[config.mk]
export PLATFORM = sky130hd
export DESIGN_NAME = ddr2_rd_seq
export DESIGN_NICKNAME = d
export VERILOG_FILES = /design/src/rtl/ddr2_rd_seq.sv
export SDC_FILE = /design/constraint.sdc
export NUM_CORES = 1
export LEC_CHECK = 0
export BUFFER_PORTS_ARGS = -buffer_cell sky130_fd_sc_hd__buf_2
export CAP_MARGIN = 20
export CORE_MARGIN = 4
export CORE_UTILIZATION = 48
export DETAILED_ROUTE_END_ITERATION = 16
export PLACE_DENSITY = 0.79
export SLEW_MARGIN = 10
export SYNTH_ARGS = -nofsm -noshare
export SYNTH_HDL_FRONTEND = slang
export SYNTH_SLANG_ARGS = --single-unit
[constraint.sdc]
create_clock -name clk -period 1.8 [get_ports clk]
set_clock_uncertainty 0.05 [all_clocks]
set_input_delay 0.09 -clock clk [delete_from_list [all_inputs] [get_ports clk]]
set_output_delay 0.09 -clock clk [all_outputs]
set_load 0.005 [all_outputs]
[src/rtl/ddr2_rd_seq.sv]
module ddr2_rd_seq #(
  parameter int ADDR_W = 27,
  parameter int BEAT_W = 64
) (
  input  logic                clk,
  input  logic                rst_n,
  input  logic                host_rd_req,
  input  logic [ADDR_W-1:0]   host_addr,
  input  logic                mem_init_done,
  input  logic                mem_refresh_done,
  input  logic                cmd_busy,
  input  logic                ctl_rd_ack,
  input  logic                ctl_rd_valid,
  input  logic [BEAT_W-1:0]   ctl_rd_data,
  output logic                ctl_rd_cmd,
  output logic [ADDR_W-1:0]   ctl_addr,
  output logic                ctl_burst_done,
  output logic [2*BEAT_W-1:0] rd_buf,
  output logic                buf_full,
  output logic                rd_active
);

  localparam int BUF_W = 2 * BEAT_W;

  typedef enum logic [2:0] {
    C_IDLE, C_ISSUE, C_WAIT1, C_WAIT2, C_BD1, C_BD2, C_END
  } cmd_st_t;

  typedef enum logic [1:0] {D_IDLE, D_LO, D_HI} dat_st_t;

  cmd_st_t cst;
  dat_st_t dst;

  logic can_issue, issue, release_ok;

  assign can_issue  = host_rd_req && mem_init_done && mem_refresh_done && !cmd_busy;
  assign issue      = (cst == C_IDLE) && can_issue;
  assign release_ok = !host_rd_req && buf_full && (dst == D_IDLE);

  assign ctl_rd_cmd     = (cst == C_ISSUE);
  assign ctl_burst_done = (cst == C_BD1) || (cst == C_BD2);
  assign rd_active      = (cst != C_IDLE);

  always_ff @(posedge clk) begin
    if (!rst_n) begin
      cst      <= C_IDLE;
      ctl_addr <= '0;
    end else begin
      case (cst)
        C_IDLE:  if (issue) begin
                   cst      <= C_ISSUE;
                   ctl_addr <= host_addr;
                 end
        C_ISSUE: if (ctl_rd_ack) cst <= C_WAIT1;
        C_WAIT1: cst <= C_WAIT2;
        C_WAIT2: cst <= C_BD1;
        C_BD1:   cst <= C_BD2;
        C_BD2:   cst <= C_END;
        C_END:   if (release_ok) cst <= C_IDLE;
        default: cst <= C_IDLE;
      endcase
    end
  end

  always_ff @(posedge clk) begin
    if (!rst_n) begin
      dst      <= D_IDLE;
      rd_buf   <= '0;
      buf_full <= 1'b0;
    end else begin
      case (dst)
        D_IDLE: if (rd_active && ctl_rd_valid) begin
                  rd_buf[BEAT_W-1:0] <= ctl_rd_data;
                  dst <= D_LO;
                end
        D_LO:   if (ctl_rd_valid) begin
                  rd_buf[BUF_W-1:BEAT_W] <= ctl_rd_data;
                  dst <= D_HI;
                end
        D_HI:   if (!ctl_rd_valid) dst <= D_IDLE;
        default: dst <= D_IDLE;
      endcase
      if (issue)
        buf_full <= 1'b0;
      else if (dst == D_LO && ctl_rd_valid)
        buf_full <= 1'b1;
    end
  end


  issue_gate_chk: assert property (@(posedge clk) disable iff (!rst_n)
    $rose(ctl_rd_cmd) |-> $past(can_issue));


  cmd_hold_chk: assert property (@(posedge clk) disable iff (!rst_n)
    (ctl_rd_cmd && !ctl_rd_ack) |=> ctl_rd_cmd);


  burst_pair_chk: assert property (@(posedge clk) disable iff (!rst_n)
    $rose(ctl_burst_done) |=> ctl_burst_done);


  burst_len_chk: assert property (@(posedge clk) disable iff (!rst_n)
    (ctl_burst_done && $past(ctl_burst_done)) |=> !ctl_burst_done);


  full_clear_chk: assert property (@(posedge clk) disable iff (!rst_n)
    $rose(ctl_rd_cmd) |-> !buf_full);


  active_cmd_chk: assert property (@(posedge clk) disable iff (!rst_n)
    ctl_rd_cmd |-> rd_active);


  release_chk: assert property (@(posedge clk) disable iff (!rst_n)
    $fell(rd_active) |-> $past(!host_rd_req && buf_full));

endmodule

==> out/summary.txt, run 1 <==
outcome: completed
Post-CTS Resized: 0
CTS tree: yes
row count: 42
GRT Total Usage: 23.9%
period utilization: 90.5%
WS Path Type: flop to flop
clock slew at reported path FFs: 0.06 ns
antenna cell count: 0
vias in the first global route: 5809
HP Class: primary input to flop
Avg Cell Area, Syn: 9.12 µm²
Pre-Repair DR Iteration Count: 5
Max-Cap Viols: 0
Clock Latency Late Sink: 0.41 ns
Buffers on Ports: 257
Yosys top cell by area: dfxtp_1
full die area: 15400 µm²
Slew headroom: 67.6%
CTS H-tree lvls: 4
Max Fanout on Critical Path: 28
synthesized instance count: 710
total gr overflow: 0
Final Setup Violations: 0
minimum clock period: 1.63 ns
Setup Buffers After CTS: 0
Max Clock Freq: 614 MHz
worst-margin pin slew: 0.487 ns
initial antenna violation count: 0
Layout fillers: 971
critical path data required time: 2.08 ns
RSZ-0062 raised after global routing: false
crit path capture type: flop
Pwr per Cell Area: 887 nW/µm²
share of layout cells above drive strength 1: 29.1%
leakage: 0.00412 µW
Yosys warning count: 0
critical path launch point type: flop
Placed Area: 7760 µm²
final net count: 1142
setup TNS: 0 ns
fin area: 9310 µm²
Slew Viols, Final: 0
DRT antenna net count: 0
post-synthesis cell area: 6480 µm²
#FFs+latches synth: 161
Synth area leaders: dfxtp_1 50%, nand2_1 18%, mux2i_1 14%
commonest non-fill, non-tap cell in the layout: nand2_1
DR WL/cell: 15.3 µm
Post-Place Worst Slack: 0.207 ns
reg-to-reg slack, setup: 0.17 ns
Max VDD drop: 0.530 mV
r2r startpoint: cst[0]
library cells used by synthesis: 34
1st-iter DRT viols: 282
CTS Buf Count: 17
largest net degree at the start of global routing: 69
Final Wtd Congestion: 0.755
Hold Vio Cnt, Final: 0
area of the core: 13200 µm²
r2r worst-path depth: 5
Critical Path Start: cst[0]
HPWL Detailed: 11.6 mm
via/cell ratio: 4.97
Ports: 258
setup ws final: 0.171 ns
post-synthesis sequential area ratio: 49.8%
die height: 124 µm
CTS sink cnt: 161
Die X: 124 µm
worst reg2reg path endpoint: ctl_addr[3]
DR vias: 6106
Layout area overhead: 43.7%
Starting Density: 48.9%
first-pass GRT wire length: 28.8 mm
Arr. time, crit path: 1.91 ns
DRC Markers: 0
CTS root buf: clkbuf_16
clk buf depth: 2
CP Capture Point: ctl_addr[3]
most frequent cells in the layout: 310 x nand2_1, 256 x buf_2, 161 x dfxtp_1
syn_nets: 809
Detailed Route WL: 18.8 mm
post-synth top area share: 49.8%
## synth_stat cells
master,number
a211oi_1,1
a21boi_0,64
a21oi_1,4
and3_1,1
and3b_1,2
buf_1,3
buf_12,7
buf_2,2
buf_4,2
buf_6,2
clkbuf_1,23
clkbuf_8,11
clkdlybuf4s50_2,1
dfxtp_1,161
dlygate4sd1_1,2
inv_1,1
mux2i_1,91
nand2_1,310
nand2b_1,1
nand3b_1,1
nand4b_1,1
nor2_1,4
nor2_8,1
nor2b_1,2
nor3b_1,2
nor4b_1,1
nor4bb_4,1
o211ai_1,1
o21a_1,2
o21ai_0,1
or2b_1,1
or3_1,1
or3b_2,1
xor2_1,1
## where the power goes
part / internal (µW) / total, µW / switching [µW]
logic: 401 / 748 / 347
registers: 3640 / 3680 / 39.5
clock network: 2480 / 3830 / 1350
## worst min-delay path by stage
stage	start	to	slack, ns	depth (start not counted)
after detailed placement	host_addr[11]	ctl_addr[11]	0.29	3
after global placement	host_addr[3]	ctl_addr[3]	0.29	3
after floorplan	host_addr[0]	ctl_addr[0]	0.18	2
after global routing	rst_n	rd_buf[81]	0.08	2
final	rst_n	rd_buf[18]	0.08	3
after CTS	rst_n	rd_buf[12]	0.06	3
## state kept, by name (all words and copies together) (netlist names)
register	count
buf_full	1
ctl_addr	27
dst	2
cst	3
rd_buf	128
## worst max-delay path, cell delays in order, from the launching register on
cell     delay, ns
dfxtp_1       0.30
or3_1         0.40
buf_4         0.18
nor2_8        0.11
buf_12        0.23
mux2i_1       0.27
## timing repair
action / 4_1_cts / 5_1_grt
hold endpoints to repair: 156 / 0
setup endpoints to repair: 0 / 0
hold buffers: 92 / 0
## routing by layer
| layer | GRT usage [%] | wire length (µm) | vias up |
|---|---|---|---|
| met3 | 8.08 | 1730 | 62 |
| met1 | 27.7 | 7240 | 2796 |
| met4 | 10.8 | 701 | 0 |
| met2 | 40.0 | 9080 | 295 |
| met5 | 0 | 0 | - |
| li1 | - | - | 2953 |
## cells by family (layout without fill, tap and decap cells)
family | Yosys count | in the layout | share of synthesized area (%)
multiplexers | 91 | 91 | 14.1
AO/OA/AOI/OAI | 73 | 73 | 8.27
AND/OR/NAND/NOR | 330 | 330 | 20.5
buffers and inverters | 54 | 397 | 7.24
XOR/XNOR | 1 | 1 | 0.135
flip-flops | 161 | 161 | 49.8
## per-stage QoR
step / hold WS, ns / instances / utilization, % / total power, µW
floorplan: 0.182 / 710 / - / 4090
global placement: 0.286 / 1108 / 58.6 / 4320
detailed placement: 0.293 / 1108 / 58.6 / 4330
CTS: 0.0584 / 1229 / 70.3 / 8290
global route: 0.0821 / 1229 / 70.3 / 8550
finish: 0.0812 / 1229 / 70.3 / 8260
## area by class of cell
| class | count | area [µm²] | share of cell area (%) |
|---|---|---|---|
| clock buffer | 24 | 502 | 5.39 |
| clock inverter | 5 | 125 | 1.34 |
| inverter | 1 | 3.75 | 0.0403 |
| multi-input combinational | 495 | 2790 | 29.9 |
| sequential | 161 | 3220 | 34.6 |
| tap | 176 | 220 | 2.37 |
| timing repair buffer | 367 | 2450 | 26.3 |
No activity file was read; power rests on OpenSTA's default activity.
==> run 2, diff against run 1 <==
- clock period: 1.8 -> 1.5 ns (I/O delays scaled with it)
==> out/summary.txt, run 2 (synthesized netlist as in run 1, its figures left out) <==
Max Clock Freq: 649 MHz
Arr. time, crit path: 1.83 ns
fin area: 9690 µm²
first-pass GRT wire length: 29.5 mm
Min Hold Slack: 0.0588 ns
period utilization: 103%
Max VDD drop: 0.682 mV
die height: 124 µm
clk buf depth: 2
Clock Latency Late Sink: 0.41 ns
RSZ-0062 raised after global routing: true
DR vias: 6186
reg-to-reg slack, setup: -0.04 ns
Max Fanout on Critical Path: 10
HP Class: primary input to flop
WS Path Type: flop to flop
CTS tree: yes
Final Setup Violations: 13
worst-margin pin slew: 0.325 ns
minimum clock period: 1.54 ns
CTS root buf: clkbuf_16
DRT antenna net count: 0
1st-iter DRT viols: 331
Placed Area: 7830 µm²
share of layout cells above drive strength 1: 31.0%
full die area: 15400 µm²
biggest regs: rd_buf (128), ctl_addr (27), cst (3)
Die X: 124 µm
Hold Vio Cnt, Final: 0
CTS sink cnt: 161
Top reg by flops: rd_buf
crit path capture type: flop
final net count: 1167
DRC Markers: 0
CTS Buf Count: 17
failing checks: setup timing
Slew Viols, Final: 0
row count: 42
DR WL/cell: 16.4 µm
critical path launch point type: flop
Starting Density: 48.9%
area of the core: 13200 µm²
critical-path cell list: or3_4 -> buf_6 -> nor2_8 -> buf_12 -> mux2i_2
max reg flops: 128
Layout area overhead: 49.7%
Slew headroom: 78.3%
Detailed Route WL: 20.6 mm
clock slew at reported path FFs: 0.07 ns
Max-Cap Viols: 0
leakage: 0.00428 µW
critical path data required time: 1.79 ns
via/cell ratio: 4.91
Pre-Repair DR Iteration Count: 5
Ports: 258
total gr overflow: 0
setup ws final: -0.0417 ns
initial antenna violation count: 2
Critical-path top delay cell: or3_4
vias in the first global route: 5969
largest net degree at the start of global routing: 46
setup TNS: -0.133 ns
Buffers on Ports: 257
Final Wtd Congestion: 0.753
HPWL Detailed: 12.0 mm
CTS H-tree lvls: 4
outcome: complete, but fails checks
GRT Total Usage: 24.7%
Pwr per Cell Area: 979 nW/µm²
most frequent cells in the layout: 310 x nand2_1, 255 x buf_2, 158 x dfxtp_1
commonest non-fill, non-tap cell in the layout: nand2_1
Critical Path Max Stage Delay: 0.39 ns
run 2: cell types whose count changed in the layout (fill, tap and decap cells not counted), moves of 4 or more:
cell           previous run  this run
clkbuf_16                17        23
mux2i_2                   0         4
dlygate4sd3_1            92        97
buf_6                     1         7
mux2i_1                  91        87
run 2: final timing paths:
kind | from | end | depth (start not counted)
hold / removal | ctl_rd_ack | cst[1] | 4
setup / recovery | cst[2] | ctl_addr[14] | 5
hold reg to reg | rd_buf[9] | rd_buf[9] | 2
setup reg to reg | cst[2] | ctl_addr[14] | 5
run 2: where the power goes:
group	total, µW	switching (µW)	internal (µW)	leakage, µW
clock network	4070	1690	2380	0.000261
registers	4410	47.2	4360	0.00130
logic	1010	454	557	0.00272
run 2: layout make-up:
type	instances	area [µm²]
Sequential cell	161	3230
Fill cell	900	3550
Inverter	1	3.75
Tap cell	176	220
Multi-Input combinational cell	495	2810
Clock buffer	24	472
Antenna cell	3	7.51
Timing Repair Buffer	392	2870
Clock inverter	8	80.1
run 2: critical path: cells and delay by family (launching register included):
family	cells	cell delay [ns]
muxes	1	0.24
DFF	1	0.32
buffers and inverters	2	0.31
and+or+nand+nor	2	0.53
run 2: what timing repair did:
action | CTS | global route
endpoints found under the setup margin | 68 | 94
resized for setup | 8 | 13
endpoints found under the hold margin | 156 | 0
setup buffers | 4 | 2
pin swaps | 1 | 0
cloned | 2 | 7
hold buffers | 97 | 0
run 2: through the flow:
stage / total power, µW / util, % / cells / worst slack [ns]
6_report: 9490 / 73.2 / 1260 / -0.0417
5_1_grt: 9810 / 73.2 / 1259 / -0.0797
4_1_cts: 9460 / 71.4 / 1248 / -0.0164
3_5_place_dp: 5210 / 59.1 / 1114 / -0.172
3_3_place_gp: 5200 / 59.1 / 1114 / -0.0894
2_1_floorplan: 4910 / - / 710 / -0.0853
run 2: metal layers:
| layer | part of all wire, % | GRT usage [%] | routed length, µm |
|---|---|---|---|
| met5 | 0 | 0 | 0 |
| met4 | 3.3 | 12.5 | 672 |
| met3 | 8.8 | 7.77 | 1810 |
| met2 | 50 | 42.9 | 10300 |
| met1 | 38 | 27.1 | 7850 |
==> run 3, diff against run 2 <==
- GPL_TIMING_DRIVEN: unset -> 0
==> out/summary.txt, run 3 (synthesized netlist as in run 1, its figures left out) <==
Ports: 258
Max-Cap Viols: 0
setup TNS: -4.03 ns
RSZ-0062 raised after global routing: true
full die area: 15400 µm²
fin area: 9610 µm²
Starting Density: 48.9%
crit path capture type: flop
placed cells: 1142
worst-margin pin slew: 0.698 ns
Critical Path Start: cst[0]
outcome: complete, but fails checks
WS Path Type: flop to flop
Max VDD drop: 0.749 mV
clock slew at reported path FFs: 0.06 ns
r2r startpoint: cst[0]
initial antenna violation count: 0
CTS Buf Count: 17
Hold Vio Cnt, Final: 0
Final Setup Violations: 73
DRT antenna net count: 0
1st-iter DRT viols: 326
via/cell ratio: 5.00
HPWL Detailed: 13.6 mm
final net count: 1183
Max Clock Freq: 609 MHz
Internal: 7190 µW
setup ws final: -0.143 ns
Max Fanout on Critical Path: 10
Die X: 124 µm
HP Class: primary input to flop
Layout area overhead: 48.5%
commonest non-fill, non-tap cell in the layout: nand2_1
Reg area: 3240 µm²
Critical Path Max Stage Delay: 0.44 ns
Slew headroom: 53.5%
DR vias: 6342
non-filler cells, final: 1269
max reg flops: 128
most common cell type on the critical path: buf_12
row count: 42
Clock power frac: 41.9%
WP buf/inv: 2
DR WL/cell: 16.4 µm
critical-path cell list: or3_4 -> nor4bb_4 -> buf_12 -> buf_12 -> mux2i_4
Arr. time, crit path: 1.89 ns
share of layout cells above drive strength 1: 30.9%
Pwr per Cell Area: 970 nW/µm²
Final Wtd Congestion: 0.792
Layout fillers: 960
minimum clock period: 1.64 ns
leakage: 0.00426 µW
CTS sink cnt: 161
DRC Markers: 0
hold_sp: ctl_rd_ack
Buffers on Ports: 256
Slew Viols, Final: 0
clk buf depth: 2
die height: 124 µm
CTS root buf: clkbuf_16
biggest regs: rd_buf (128), ctl_addr (27), cst (3)
switching power: 2140 µW
CP delay by family, top: simple AND/OR/NAND/NOR gates
most frequent cells in the layout: 310 x nand2_1, 258 x buf_2, 156 x dfxtp_1
total gr overflow: 0
footprint of the multi-input gates: 2810 µm²
critical path data required time: 1.75 ns
GRT Total Usage: 26.3%
Pre-Repair DR Iteration Count: 5
vias in the first global route: 6439
combinational share of power: 10.7%
Top reg by flops: rd_buf
period utilization: 110%
Placed Area: 7990 µm²
antenna cell count: 0
area of the core: 13200 µm²
first-pass GRT wire length: 31.5 mm
CTS tree: yes
Clock Latency Late Sink: 0.42 ns
failing checks: setup timing
CTS H-tree lvls: 4
switching share of total power: 22.9%
sequential power share: 47.3%
largest net degree at the start of global routing: 20
Critical-path top delay cell: or3_4
critical path launch point type: flop
Detailed Route WL: 20.8 mm
## run 3: cell types whose count changed in the layout (fill, tap and decap cells not counted), moves of 3 or more
cell,delta
clkbuf_1,+10
clkbuf_8,+10
clkbuf_16,-6
buf_6,-5
clkbuf_2,+5
dlygate4sd3_1,-5
dfxtp_4,+4
buf_2,+3
diode_2,-3
## run 3: metrics by stage
| step | hold WS, ns | power, µW | worst slack (ns) | util [%] |
|---|---|---|---|---|
| floorplan | 0.167 | 4910 | -0.0853 | - |
| global placement | 0.272 | 5260 | -0.413 | 60.4 |
| detailed placement | 0.279 | 5270 | -0.443 | 60.4 |
| CTS | 0.0423 | 9340 | -0.161 | 72.0 |
| global route | 0.0838 | 9640 | -0.161 | 72.6 |
| finish | 0.0563 | 9320 | -0.143 | 72.6 |
## run 3: power groups by stage
stage / logic, µW / clock network [µW] / registers, µW
after floorplan: 404 / 0 / 4510
after global placement: 758 / 0 / 4500
after detailed placement: 765 / 0 / 4510
after CTS: 971 / 3960 / 4410
after global routing: 1090 / 4130 / 4420
final: 1000 / 3910 / 4410
## run 3: worst paths after layout
check	endpoint	slack, ns	cells after the start
max	rd_buf[35]	-0.14	5
min	cst[1]	0.06	4
max reg2reg	rd_buf[35]	-0.14	5
min reg2reg	rd_buf[6]	0.40	2
## run 3: worst min-delay path, stage by stage
cell and delay [ns]:
buf_2 0.10, nor2_1 0.08, nor3b_1 0.05, o21a_1 0.18
## run 3: timing repair
item / CTS / global route
gates cloned: 1 / 0
pin swaps: 2 / 1
setup endpoints to repair: 146 / 126
buffers inserted: 6 / 6
hold endpoints to repair: 157 / 0
hold buffers: 92 / 0
gates resized for setup: 22 / 23
## run 3: area by class of cell
type	count	share of cell area [%]
sequential	161	33.7
multi-input combinational	495	29.3
timing repair buffer	360	24.5
buffer	48	4.83
clock buffer	22	4.72
tap	176	2.29
clock inverter	6	0.651
inverter	1	0.0390
## run 3: per-layer routing
layer | vias up | part of all wire (%) | GRT usage [%]
met5 | - | 0 | 0
li1 | 3051 | - | -
met4 | 0 | 3.6 | 12.3
met3 | 67 | 8.0 | 8.31
met2 | 291 | 50 | 46.8
met1 | 2933 | 39 | 28.3
